`config.mk`:
```
export PLATFORM = sky130hd
export DESIGN_NAME = ow_master
export DESIGN_NICKNAME = d
export VERILOG_FILES = /design/src/rtl/ow_pkg.sv /design/src/rtl/ow_sync.sv /design/src/rtl/ow_slot_engine.sv /design/src/rtl/ow_sequencer.sv /design/src/rtl/ow_master.sv
export SDC_FILE = /design/constraint.sdc
export NUM_CORES = 1
export LEC_CHECK = 0
export BUFFER_PORTS_ARGS = -buffer_cell sky130_fd_sc_hd__buf_2
export CAP_MARGIN = 20
export CORE_UTILIZATION = 50
export CTS_CLUSTER_DIAMETER = 50
export CTS_CLUSTER_SIZE = 10
export DETAILED_ROUTE_END_ITERATION = 16
export GPL_TIMING_DRIVEN = 1
export PLACE_DENSITY_LB_ADDON = 0.1
export SLEW_MARGIN = 0
export SYNTH_ARGS = -nofsm -noshare
export SYNTH_HDL_FRONTEND = slang
export SYNTH_SLANG_ARGS = --single-unit
```
`constraint.sdc`:
```
create_clock -name clk -period 2 [get_ports clk]
set_input_delay 0.2 -clock clk [delete_from_list [all_inputs] [get_ports clk]]
set_output_delay 0.2 -clock clk [all_outputs]
set_load 0.02 [all_outputs]
```
`src/rtl/ow_pkg.sv`:
```
package ow_pkg;
  typedef enum logic [1:0] {SQ_IDLE, SQ_RUN, SQ_FIN} seq_state_t;

  localparam logic [3:0] OP_RST    = 4'h8;
  localparam logic [3:0] OP_RDBIT  = 4'hC;
  localparam logic [3:0] OP_RDBYTE = 4'hD;
  localparam logic [3:0] OP_WRBIT  = 4'hE;
  localparam logic [3:0] OP_WRBYTE = 4'hF;

  localparam logic [4:0] A_INSTR = 5'h00;
  localparam logic [4:0] A_CTRL  = 5'h04;
  localparam logic [4:0] A_IE    = 5'h08;
  localparam logic [4:0] A_STAT  = 5'h0C;
  localparam logic [4:0] A_DATA  = 5'h10;
  localparam logic [4:0] A_VER   = 5'h18;
  localparam logic [4:0] A_ID    = 5'h1C;

  localparam logic [31:0] ID_WORD   = 32'h10EE4453;
  localparam logic [15:0] VER_MAJOR = 16'd1;
endpackage

```
`src/rtl/ow_sync.sv`:
```
module ow_sync #(
  parameter int STAGES = 2
) (
  input  logic clk,
  input  logic rst_n,
  input  logic d,
  output logic q
);
  logic [STAGES-1:0] chain;

  always_ff @(posedge clk) begin
    if (!rst_n) chain <= '1;
    else        chain <= {chain[STAGES-2:0], d};
  end

  assign q = chain[STAGES-1];
endmodule

```
`src/rtl/ow_slot_engine.sv`:
```
module ow_slot_engine #(
  parameter int CYC_PER_US = 1
) (
  input  logic clk,
  input  logic rst_n,
  input  logic srst,
  input  logic start,
  input  logic is_rst,
  input  logic wbit,
  input  logic line_s,
  output logic done,
  output logic samp,
  output logic pull
);
  localparam int T_RST_LOW  = 480 * CYC_PER_US;
  localparam int T_RST_SAMP = 550 * CYC_PER_US;
  localparam int T_RST_END  = 960 * CYC_PER_US;
  localparam int T_LOW1     = 6 * CYC_PER_US;
  localparam int T_LOW0     = 60 * CYC_PER_US;
  localparam int T_SAMP     = 15 * CYC_PER_US;
  localparam int T_SLOT     = 70 * CYC_PER_US;
  localparam int CW         = $clog2(T_RST_END + 1);

  logic          active, k_rst, k_bit;
  logic [CW-1:0] cnt, low_len, samp_at, last_at;

  // Per-kind timing; a read slot shares the write-1 low time.
  always_comb begin
    low_len = k_rst ? CW'(T_RST_LOW) : (k_bit ? CW'(T_LOW1) : CW'(T_LOW0));
    samp_at = k_rst ? CW'(T_RST_SAMP) : CW'(T_SAMP);
    last_at = k_rst ? CW'(T_RST_END - 1) : CW'(T_SLOT - 1);
  end

  always_ff @(posedge clk) begin
    if (!rst_n || srst) begin
      active <= 1'b0;
      cnt    <= '0;
      k_rst  <= 1'b0;
      k_bit  <= 1'b1;
      done   <= 1'b0;
      samp   <= 1'b1;
    end else begin
      done <= 1'b0;
      if (start && !active) begin
        active <= 1'b1;
        cnt    <= '0;
        k_rst  <= is_rst;
        k_bit  <= wbit;
      end else if (active) begin
        cnt <= cnt + 1'b1;
        if (cnt == samp_at) samp <= line_s;
        if (cnt == last_at) begin
          active <= 1'b0;
          done   <= 1'b1;
        end
      end
    end
  end

  assign pull = active && (cnt < low_len);
endmodule

```
`src/rtl/ow_sequencer.sv`:
```
module ow_sequencer
  import ow_pkg::*;
(
  input  logic        clk,
  input  logic        rst_n,
  input  logic        srst,
  input  logic        go,
  input  logic [11:0] instr,
  input  logic        eng_done,
  input  logic        eng_samp,
  output logic        eng_start,
  output logic        eng_rst,
  output logic        eng_bit,
  output logic        ready,
  output logic        done,
  output logic        data_we,
  output logic [7:0]  data_val,
  output logic        nodev_we,
  output logic        nodev_val
);
  seq_state_t st;
  logic [3:0] op;
  logic [3:0] left;
  logic [7:0] sh;
  logic       last;

  assign last = (st == SQ_RUN) && eng_done && (left == 4'd1);

  always_ff @(posedge clk) begin
    if (!rst_n || srst) begin
      st        <= SQ_IDLE;
      op        <= '0;
      left      <= '0;
      sh        <= '1;
      eng_start <= 1'b0;
    end else begin
      eng_start <= 1'b0;
      case (st)
        SQ_IDLE: if (go) begin
          op <= instr[11:8];
          st <= SQ_RUN;
          eng_start <= 1'b1;
          case (instr[11:8])
            OP_RST, OP_RDBIT: begin left <= 4'd1; sh <= '1; end
            OP_RDBYTE:        begin left <= 4'd8; sh <= '1; end
            OP_WRBIT:         begin left <= 4'd1; sh <= {7'h7F, instr[0]}; end
            OP_WRBYTE:        begin left <= 4'd8; sh <= instr[7:0]; end
            default: begin
              st        <= SQ_FIN;
              eng_start <= 1'b0;
            end
          endcase
        end
        SQ_RUN: if (eng_done) begin
          sh   <= {eng_samp, sh[7:1]};
          left <= left - 4'd1;
          if (left == 4'd1) st <= SQ_FIN;
          else              eng_start <= 1'b1;
        end
        SQ_FIN: if (!go) st <= SQ_IDLE;
        default: st <= SQ_IDLE;
      endcase
    end
  end

  assign eng_rst   = (op == OP_RST);
  assign eng_bit   = sh[0];
  assign ready     = (st == SQ_IDLE) && !go;
  assign done      = (st == SQ_FIN);
  assign data_we   = last && ((op == OP_RDBIT) || (op == OP_RDBYTE));
  assign data_val  = (op == OP_RDBIT) ? {7'b0, eng_samp} : {eng_samp, sh[7:1]};
  assign nodev_we  = last && (op == OP_RST);
  assign nodev_val = eng_samp;
endmodule

```
`src/rtl/ow_master.sv`:
```
module ow_master
  import ow_pkg::*;
#(
  parameter int          CYC_PER_US = 1,
  parameter logic [7:0]  VER_MINOR  = 8'd0
) (
  input  logic        clk,
  input  logic        rst_n,
  input  logic        reg_wr,
  input  logic [4:0]  reg_addr,
  input  logic [31:0] reg_wdata,
  output logic [31:0] reg_rdata,
  output logic        irq,
  output logic        bus_pull,
  input  logic        bus_in
);
  logic [31:0] instr;
  logic        go, ie_done, ie_rdy, nodev;
  logic [7:0]  data;
  logic        srst, line_s;
  logic        eng_start, eng_rst, eng_bit, eng_done, eng_samp;
  logic        seq_ready, seq_done, data_we, nodev_we, nodev_val;
  logic [7:0]  data_val;

  assign srst = reg_wr && (reg_addr == A_CTRL) && reg_wdata[31];

  ow_sync #(.STAGES(2)) u_sync (
    .clk(clk), .rst_n(rst_n), .d(bus_in), .q(line_s)
  );

  ow_slot_engine #(.CYC_PER_US(CYC_PER_US)) u_eng (
    .clk(clk), .rst_n(rst_n), .srst(srst), .start(eng_start),
    .is_rst(eng_rst), .wbit(eng_bit), .line_s(line_s),
    .done(eng_done), .samp(eng_samp), .pull(bus_pull)
  );

  ow_sequencer u_seq (
    .clk(clk), .rst_n(rst_n), .srst(srst), .go(go), .instr(instr[11:0]),
    .eng_done(eng_done), .eng_samp(eng_samp), .eng_start(eng_start),
    .eng_rst(eng_rst), .eng_bit(eng_bit), .ready(seq_ready), .done(seq_done),
    .data_we(data_we), .data_val(data_val),
    .nodev_we(nodev_we), .nodev_val(nodev_val)
  );

  always_ff @(posedge clk) begin
    if (!rst_n || srst) begin
      instr   <= '0;
      go      <= 1'b0;
      ie_done <= 1'b0;
      ie_rdy  <= 1'b0;
      nodev   <= 1'b0;
      data    <= '0;
    end else begin
      if (reg_wr) begin
        case (reg_addr)
          A_INSTR: instr <= reg_wdata;
          A_CTRL:  go <= reg_wdata[0];
          A_IE:    begin ie_done <= reg_wdata[0]; ie_rdy <= reg_wdata[4]; end
          A_STAT:  nodev <= nodev & reg_wdata[31];
          A_DATA:  data <= reg_wdata[7:0];
          default: ;
        endcase
      end
      if (data_we)  data  <= data_val;
      if (nodev_we) nodev <= nodev_val;
    end
  end

  always_comb begin
    case (reg_addr)
      A_INSTR: reg_rdata = instr;
      A_CTRL:  reg_rdata = {31'b0, go};
      A_IE:    reg_rdata = {27'b0, ie_rdy, 3'b0, ie_done};
      A_STAT:  reg_rdata = {nodev, 26'b0, seq_ready, 3'b0, seq_done};
      A_DATA:  reg_rdata = {24'b0, data};
      A_VER:   reg_rdata = {8'b0, VER_MAJOR, VER_MINOR};
      A_ID:    reg_rdata = ID_WORD;
      default: reg_rdata = '0;
    endcase
  end

  assign irq = (ie_done & seq_done) | (ie_rdy & seq_ready);
endmodule

```
==> flow_metrics.env, run 1 <==
export IMPL_worstPathCellList="or2_4, ha_4, o21ai_1, o21ai_1, o2111ai_1, and3_1, buf_6"
export IMPL_crit_fanout=4
export IMPL_r2r_end="u_eng.done"
export IMPL_async_reset_ff_frac=0
export IMPL_vias_per_cell=5.62
export IMPL_rsz0062_at_grt="true"
export IMPL_p_switching_uw=713
export IMPL_fin_crit_ns=1.96
export IMPL_die_x_um=90.4
export IMPL_critPathSlowestCell="dfxtp_2"
export IMPL_grt_ovfl_total=0
export IMPL_crit_top_cell="o21ai_1"
export IMPL_vias=3710
export IMPL_port_buffers=74
export IMPL_endpoint_kind="output pin"
export IMPL_die_h_um=90.4
export IMPL_clkSinkCount=80
export IMPL_drc=0
export IMPL_hold_viol=0
export IMPL_cap_violations=0
export IMPL_postCtsHoldBufs=0
export IMPL_hold_path_class="in -> reg"
export IMPL_clk_pin_slew_ns=0.08
export IMPL_pwr_share_seq=0.536
export IMPL_root_buffer="clkbuf_8"
export IMPL_cp_num_buf_inv=1
export IMPL_synth_seq_area_share=0.410
export IMPL_antenna_found_initial=0
export IMPL_hold_path_depth=2
export IMPL_syn_inst=476
export IMPL_syn_num_nets=527
export IMPL_switching_share=0.237
export IMPL_synth_ff_type="dfxtp_1"
export IMPL_crit_type="reg -> out"
export IMPL_core_region_area_um2=7410
export IMPL_p_int_mw=2.29
export IMPL_p_per_area_nw_per_um2=629
export IMPL_whs_endpoint="u_sync.chain[0]"
export IMPL_wirelength_um=10100
export IMPL_slowest_delay_ns=0.34
export IMPL_status="completed"
export IMPL_max_clock_path_buffers=2
export IMPL_setup_worst_path_start_class="flip-flop"
export IMPL_synth_edf_count=0
export IMPL_place_gp_congestion=0.864
export IMPL_cts_buffers=9
export IMPL_slew_headroom=0.657
export IMPL_syn_area_per_cell_um2=8.21
export IMPL_pwr_share_comb=0.064
export IMPL_io_pins=75
export IMPL_final_common_cell="nand2_1"
export IMPL_cp_required_ns=1.80
export IMPL_ys_seq_elements=80
export IMPL_grt_usage=0.261
export IMPL_die_area_um2=8180
export IMPL_fin_crit_sh=0.982
export IMPL_crit_family="simple AND/OR/NAND/NOR gates"
export IMPL_min_from="bus_in"
export IMPL_initialDrtViolationCount=235
export IMPL_ant_nets=0
export IMPL_fmax_mhz=509
export IMPL_crit_start="u_eng.k_bit"
export IMPL_skew_ns=0.00865
export IMPL_cts_max_level=3
export IMPL_wire_per_inst_um=15.3
export IMPL_reg2reg_slack_ns=0.20
export IMPL_grt_pass1_wl_um=17100
export IMPL_grt_max_degree=45
export IMPL_hpwl_um=7190
export IMPL_worst_pin_slew_ns=0.513
export IMPL_layout_common_cells="79 x nand2_1, 78 x dfxtp_1, 73 x buf_2, 58 x a21oi_1, 37 x nor2_1"
export IMPL_synth_area_um2=3910
export IMPL_fp_row_count=31
export IMPL_final_nets=607
export IMPL_synth_distinct_cells=51
export IMPL_fillers=639
export IMPL_worst_skew_pair_late_latency_ns=0.36
export IMPL_layout_drive_gt1_share=0.232
export IMPL_drv_slew=0
export IMPL_p_clk_frac=0.399
export IMPL_antennaDiodeCount=0
export IMPL_initial_core_util=0.528
export IMPL_r2r_cells=5
export IMPL_timing_rr_start="u_eng.k_rst"
export IMPL_first_pass_iters=4
export IMPL_cts_tree="built"
export IMPL_fin_util=0.644
export IMPL_synth_yosys_warnings=0
export IMPL_setup_viol=0
export IMPL_area_delta_synth_final_pct=22.0
export IMPL_vdd_drop_max_uv=311
export IMPL_cp_arrival_ns=1.76
export IMPL_grt_pass1_vias=3643
export IMPL_p_leak_nw=2.10
export IMPL_setup_tns_ns=0
## cells by family after synthesis
group	share of synthesized area
xor gates and xnor gates	0.0202
adders and majority gates	0.0320
and+or+nand+nor	0.238
muxes	0.0518
AOI/OAI and AO/OA	0.205
buffers and inverters	0.0435
DFF	0.410
## stage by stage
step | instance area (µm²) | power, mW | hold slack (ns) | std cells | setup WS (ns)
5_1_grt | 4770 | 3.13 | 0.0287 | 660 | -0.0757
4_1_cts | 4720 | 3.02 | 0.0165 | 660 | 0.00590
3_3_place_gp | 4480 | 1.84 | 0.386 | 641 | 0.221
6_report | 4770 | 3.00 | 0.0291 | 660 | 0.0351
2_1_floorplan | 3910 | 1.75 | 0.273 | 476 | 0.0346
3_5_place_dp | 4480 | 1.84 | 0.391 | 641 | 0.184
## state kept, by name (all words and copies together), names as in the netlist, 2 cells and up
register      cells
data              8
instr            32
u_eng.cnt        10
u_seq.left        4
u_seq.op          4
u_seq.sh          8
u_seq.st          2
u_sync.chain      2
## area by class of cell
class / count / area (µm²) / area share
Clock buffer: 11 / 141 / 0.0296
Sequential cell: 80 / 1610 / 0.337
Inverter: 8 / 30.0 / 0.00629
Tap cell: 99 / 124 / 0.0260
Clock inverter: 5 / 56.3 / 0.0118
Multi-Input combinational cell: 355 / 2200 / 0.461
Timing Repair Buffer: 102 / 612 / 0.128
## worst register-to-register path, stage by stage, from the launching register on
cell,delay [ns]
dfxtp_4,0.36
buf_4,0.13
buf_4,0.14
or4_1,0.53
a211oi_1,0.41
and2_1,0.18
## power by group through the flow
| stage | combinational (mW) | clock (mW) | sequential, mW |
|---|---|---|---|
| 2_1_floorplan | 0.102 | 0 | 1.65 |
| 3_3_place_gp | 0.190 | 0 | 1.65 |
| 3_5_place_dp | 0.192 | 0 | 1.65 |
| 4_1_cts | 0.193 | 1.22 | 1.61 |
| 5_1_grt | 0.213 | 1.30 | 1.61 |
| 6_report | 0.194 | 1.20 | 1.61 |
## synthesized netlist by cell type, types with 2 or more instances
cell type	number	area, µm²
o41a_1	2	22.5
nand2b_1	5	31.3
o22ai_1	8	50.1
mux2_2	2	22.5
clkbuf_1	20	75.1
nor2_1	37	139
nor4b_1	2	17.5
or4_1	2	15.0
mux2i_1	18	180
a21oi_1	58	290
nor2b_1	4	25.0
and3b_1	2	17.5
ha_1	10	125
buf_2	13	65.1
nand3_1	5	25.0
xnor2_1	5	43.8
nand4b_1	3	26.3
nand4_1	9	56.3
o2bb2ai_1	2	17.5
and2_1	3	18.8
a211oi_1	8	60.1
xor2_1	4	35.0
and3_1	20	125
nor3_1	7	35.0
a22o_1	5	43.8
dfxtp_1	80	1600
o211ai_1	3	22.5
inv_1	8	30.0
a221o_1	3	30.0
a22oi_1	2	15.0
o21ai_0	14	70.1
nand2_1	79	297
a21o_1	10	75.1
nor3b_1	6	45.0
## per-layer routing
layer | up-vias | global-route usage | share of wire | wire (µm)
li1 | 1857 | - | - | -
met1 | 1717 | 0.321 | 0.45 | 4510
met2 | 118 | 0.443 | 0.48 | 4860
met3 | 18 | 0.0572 | 0.054 | 546
met4 | 0 | 0.102 | 0.017 | 167
met5 | - | 0 | 0 | 0
## repair_timing
action | 4_1_cts | 5_1_grt
cloned | 0 | 0
pin swaps | 2 | 2
endpoints found under the setup margin | 1 | 1
buffers inserted | 3 | 0
gates resized for setup | 7 | 8
## how the worst max path moves through the flow
stage	end	slack (ns)	cells past startpoint
6_report	bus_pull	0.04	7
5_1_grt	bus_pull	-0.08	5
4_1_cts	bus_pull	0.006	7
3_5_place_dp	u_eng.cnt[7]	0.18	5
3_3_place_gp	bus_pull	0.22	7
2_1_floorplan	reg_rdata[8]	0.03	4
No activity file was read; power rests on OpenSTA's default activity.
==> run 2, diff against run 1 <==
Settings changed: CELL_PAD_IN_SITES_DETAIL_PLACEMENT set to 1, CELL_PAD_IN_SITES_GLOBAL_PLACEMENT set to 2, CORE_UTILIZATION 50 to 32.
==> flow_metrics.env, run 2 (same netlist as run 1, synthesis figures left out) <==
export IMPL_worstPathCellList="or2_4, ha_4, o21ai_2, o21ai_1, o2111ai_1, and3_1, buf_6"
export IMPL_hpwl_um=8810
export IMPL_cp_required_ns=1.80
export IMPL_pre_cts_ws_ns=0.147
export IMPL_max_clock_path_buffers=2
export IMPL_clk_pin_slew_ns=0.06
export IMPL_min_from="bus_in"
export IMPL_fin_util=0.412
export IMPL_worst_skew_pair_late_latency_ns=0.34
export IMPL_p_per_area_nw_per_um2=710
export IMPL_reg2reg_slack_ns=0.29
export IMPL_hold_path_class="in -> reg"
export IMPL_vias=3715
export IMPL_io_pins=75
export IMPL_crit_fanout=4
export IMPL_final_common_cell="nand2_1"
export IMPL_critPathSlowestCell="dfxtp_4"
export IMPL_regMostFlops="instr"
export IMPL_vdd_drop_max_uv=341
export IMPL_die_x_um=113
export IMPL_cap_violations=0
export IMPL_cp_arrival_ns=1.78
export IMPL_p_leak_nw=2.17
export IMPL_rsz0062_at_grt="true"
export IMPL_fin_crit_ns=1.98
export IMPL_reg_top3="instr: 32 flops, u_eng.cnt: 10 flops"
export IMPL_place_gp_congestion=0.754
export IMPL_endpoint_kind="output pin"
export IMPL_cts_buffers=9
export IMPL_slew_headroom=0.604
export IMPL_grt_usage=0.205
export IMPL_postCtsHoldBufs=0
export IMPL_timing_rr_start="u_seq.left[0]"
export IMPL_core_region_area_um2=12000
export IMPL_hold_ws_ns=0.0532
export IMPL_grt_max_degree=37
export IMPL_crit_start="u_eng.k_rst"
export IMPL_first_pass_iters=4
export IMPL_drc=0
export IMPL_cts_tree="built"
export IMPL_final_nets=611
export IMPL_crit_family="simple AND/OR/NAND/NOR gates"
export IMPL_cts_max_level=3
export IMPL_wirelength_um=12100
export IMPL_worst_pin_slew_ns=0.585
export IMPL_status="completed"
export IMPL_layout_common_cells="79 x nand2_1, 78 x dfxtp_1, 73 x buf_2, 58 x a21oi_1, 37 x nor2_1"
export IMPL_fmax_mhz=505
export IMPL_slowest_delay_ns=0.35
export IMPL_hold_viol=0
export IMPL_die_area_um2=12700
export IMPL_grt_pass1_wl_um=20300
export IMPL_clkSinkCount=80
export IMPL_root_buffer="clkbuf_16"
export IMPL_fin_crit_sh=0.990
export IMPL_wire_per_inst_um=17.0
export IMPL_initialDrtViolationCount=204
export IMPL_port_buffers=74
export IMPL_die_h_um=113
export IMPL_setup_viol=0
export IMPL_fp_row_count=40
export IMPL_skew_ns=0.00819
export IMPL_layout_drive_gt1_share=0.232
export IMPL_grt_ovfl_total=0
export IMPL_largest_register_ffs=32
export IMPL_vias_per_cell=5.22
export IMPL_initial_core_util=0.327
export IMPL_fin_ws_ns=0.0190
export IMPL_antennaDiodeCount=0
export IMPL_ant_nets=0
export IMPL_setup_worst_path_start_class="flip-flop"
export IMPL_grt_pass1_vias=3945
export IMPL_area_delta_synth_final_pct=26.2
export IMPL_crit_type="reg -> out"
export IMPL_cp_num_buf_inv=1
export IMPL_antenna_found_initial=0
export IMPL_drv_slew=0
==> run 2: changes by cell type in the layout (fill, tap and decap cells not counted), sizes merged <==
cell,change
clkbuf,+2
buf,+4
clkinv,-1
clkinvlp,-1
==> run 2: routing by layer <==
metal / track usage / vias up / share of wire
li1: - / 1858 / -
met1: 0.271 / 1774 / 0.47
met2: 0.332 / 71 / 0.47
met3: 0.0475 / 12 / 0.041
met4: 0.0613 / 0 / 0.012
met5: 0 / - / 0
==> run 2: final timing paths <==
check                    endpoint  depth (start not counted)
setup / recovery         bus_pull                          7
hold / removal    u_sync.chain[0]                          2
setup reg to reg          data[5]                          7
hold reg to reg   u_sync.chain[1]                          1
==> run 2: repair_timing <==
action,4_1_cts,5_1_grt
resized for setup,9,2
pin swaps,1,1
endpoints found under the hold margin,0,0
setup endpoints to repair,1,1
gates cloned,0,0
buffers inserted,2,0
==> run 2: through the flow <==
step | instance area, µm² | total power, mW | setup TNS [ns] | cells
after floorplan | 3910 | 1.75 | 0 | 476
final | 4930 | 3.50 | 0 | 712
after CTS | 4920 | 3.55 | -0.00384 | 712
after global placement | 4580 | 1.85 | 0 | 694
after detailed placement | 4580 | 1.86 | 0 | 694
after global routing | 4930 | 3.63 | -0.0756 | 712
==> run 2: power breakdown <==
group,switching (mW),total [mW],internal [mW]
registers,0.00914,1.61,1.60
logic,0.121,0.206,0.0843
clock network,0.653,1.69,1.03
total,0.784,3.50,2.72
==> run 2: area by class of cell <==
type / instances / area, µm²
inverter: 8 / 30.0
clock inverter: 3 / 40.0
clock buffer: 13 / 260
tap: 147 / 184
timing repair buffer: 106 / 642
sequential: 80 / 1610
fill: 1449 / 7030
multi-input combinational: 355 / 2170
==> run 3, diff against run 2 <==
Settings changed: CTS_BUF_LIST set to sky130_fd_sc_hd__clkbuf_8 sky130_fd_sc_hd__clkbuf_16.
==> flow_metrics.env, run 3 (same netlist as run 1, synthesis figures left out) <==
export IMPL_multi_input_area_um2=2170
export IMPL_cp_required_ns=1.80
export IMPL_pwr_share_seq=0.461
export IMPL_antennaDiodeCount=0
export IMPL_final_common_cell="nand2_1"
export IMPL_crit_fanout=4
export IMPL_initial_core_util=0.327
export IMPL_drc=0
export IMPL_grt_usage=0.205
export IMPL_grt_max_degree=37
export IMPL_p_per_area_nw_per_um2=709
export IMPL_setup_tns_ns=0
export IMPL_setup_viol=0
export IMPL_cts_buffers=9
export IMPL_ant_nets=0
export IMPL_skew_ns=0.00842
export IMPL_wire_per_inst_um=17.0
export IMPL_fillers=1449
export IMPL_pwr_share_comb=0.059
export IMPL_fmax_mhz=505
export IMPL_largest_register_ffs=32
export IMPL_setup_worst_path_start_class="flip-flop"
export IMPL_clk_pin_slew_ns=0.06
export IMPL_layout_drive_gt1_share=0.232
export IMPL_cap_violations=0
export IMPL_wirelength_um=12100
export IMPL_final_nets=611
export IMPL_layout_common_cells="79 x nand2_1, 78 x dfxtp_1, 73 x buf_2, 58 x a21oi_1, 37 x nor2_1"
export IMPL_hold_path_class="in -> reg"
export IMPL_timing_rr_start="u_seq.left[0]"
export IMPL_reg2reg_slack_ns=0.29
export IMPL_die_h_um=113
export IMPL_cts_tree="built"
export IMPL_crit_type="reg -> out"
export IMPL_regArea_um2=1610
export IMPL_status="completed"
export IMPL_drv_slew=0
export IMPL_endpoint_kind="output pin"
export IMPL_reg_top3="instr: 32 flops, u_eng.cnt: 10 flops"
export IMPL_place_gp_congestion=0.754
export IMPL_root_buffer="clkbuf_16"
export IMPL_grt_ovfl_total=0
export IMPL_p_switching_uw=787
export IMPL_p_leak_nw=2.17
export IMPL_r2r_cells=7
export IMPL_grt_pass1_vias=3945
export IMPL_r2r_end="data[5]"
export IMPL_p_clk_frac=0.480
export IMPL_clkSinkCount=80
export IMPL_vias_per_cell=5.21
export IMPL_worst_skew_pair_late_latency_ns=0.34
export IMPL_initialDrtViolationCount=206
export IMPL_vias=3713
export IMPL_worst_pin_slew_ns=0.585
export IMPL_area_delta_synth_final_pct=26.2
export IMPL_switching_share=0.225
export IMPL_first_pass_iters=4
export IMPL_hpwl_um=8810
export IMPL_vdd_drop_max_uv=341
export IMPL_antenna_found_initial=0
export IMPL_cp_endpoint="bus_pull"
export IMPL_placed_cell_area_um2=4580
export IMPL_fin_crit_ns=1.98
export IMPL_die_area_um2=12700
export IMPL_fin_area_um2=4930
export IMPL_die_x_um=113
export IMPL_cts_max_level=3
export IMPL_cp_arrival_ns=1.78
export IMPL_crit_start="u_eng.k_rst"
export IMPL_grt_pass1_wl_um=20300
export IMPL_fin_crit_sh=0.991
export IMPL_io_pins=75
export IMPL_regMostFlops="instr"
export IMPL_port_buffers=74
export IMPL_slew_headroom=0.604
export IMPL_p_int_mw=2.71
export IMPL_rsz0062_at_grt="true"
export IMPL_hold_viol=0
export IMPL_postCtsHoldBufs=0
export IMPL_core_region_area_um2=12000
export IMPL_max_clock_path_buffers=2
export IMPL_fp_row_count=40
run 3: per-layer routing:
metal / vias up / part of all wire / GRT usage
li1: 1858 / - / -
met1: 1775 / 0.48 / 0.271
met5: - / 0 / 0
met2: 68 / 0.47 / 0.332
met3: 12 / 0.039 / 0.0475
met4: 0 / 0.012 / 0.0613
run 3: cell type report:
cell class                 count  share of cell area
multi-input combinational    355               0.440
sequential                    80               0.326
timing repair buffer         106               0.130
clock buffer                  11              0.0512
tap                          147              0.0373
clock inverter                 5             0.00964
inverter                       8             0.00609
run 3: metrics by stage:
| stage | hold WS, ns | instances | power, mW | worst slack, ns | utilization |
|---|---|---|---|---|---|
| 2_1_floorplan | 0.273 | 476 | 1.75 | 0.0346 | - |
| 3_3_place_gp | 0.386 | 694 | 1.85 | 0.190 | 0.383 |
| 3_5_place_dp | 0.397 | 694 | 1.86 | 0.147 | 0.383 |
| 4_1_cts | 0.0424 | 712 | 3.54 | -0.00384 | 0.412 |
| 5_1_grt | 0.0619 | 712 | 3.62 | -0.0756 | 0.412 |
| 6_report | 0.0531 | 712 | 3.50 | 0.0190 | 0.412 |
run 3: power by group through the flow:
stage / Clock (mW) / Sequential [mW] / Combinational, mW
floorplan: 0 / 1.65 / 0.102
global route: 1.78 / 1.61 / 0.228
global placement: 0 / 1.65 / 0.203
finish: 1.68 / 1.61 / 0.206
detailed placement: 0 / 1.65 / 0.208
CTS: 1.72 / 1.61 / 0.210
run 3: worst min-delay path by stage:
stage                      endpoint  depth (start not counted)             from  slack [ns]
floorplan           u_sync.chain[0]                          1            rst_n        0.27
global placement    u_sync.chain[0]                          2           bus_in        0.39
detailed placement  u_sync.chain[1]                          1  u_sync.chain[0]        0.40
CTS                 u_sync.chain[0]                          2           bus_in        0.04
global route        u_sync.chain[0]                          2           bus_in        0.06
finish              u_sync.chain[0]                          2           bus_in        0.05
run 3: worst max-delay path: stages (launching register included):
cell and delay, ns:
dfxtp_4 0.35, or2_4 0.26, ha_4 0.27, o21ai_2 0.04, o21ai_1 0.12, o2111ai_1 0.11
and3_1 0.16, buf_6 0.13
run 3: repair_timing:
action / CTS / global route
pin swaps: 1 / 1
setup endpoints to repair: 1 / 1
cloned: 0 / 0
gates resized for setup: 9 / 2
setup buffers: 2 / 0
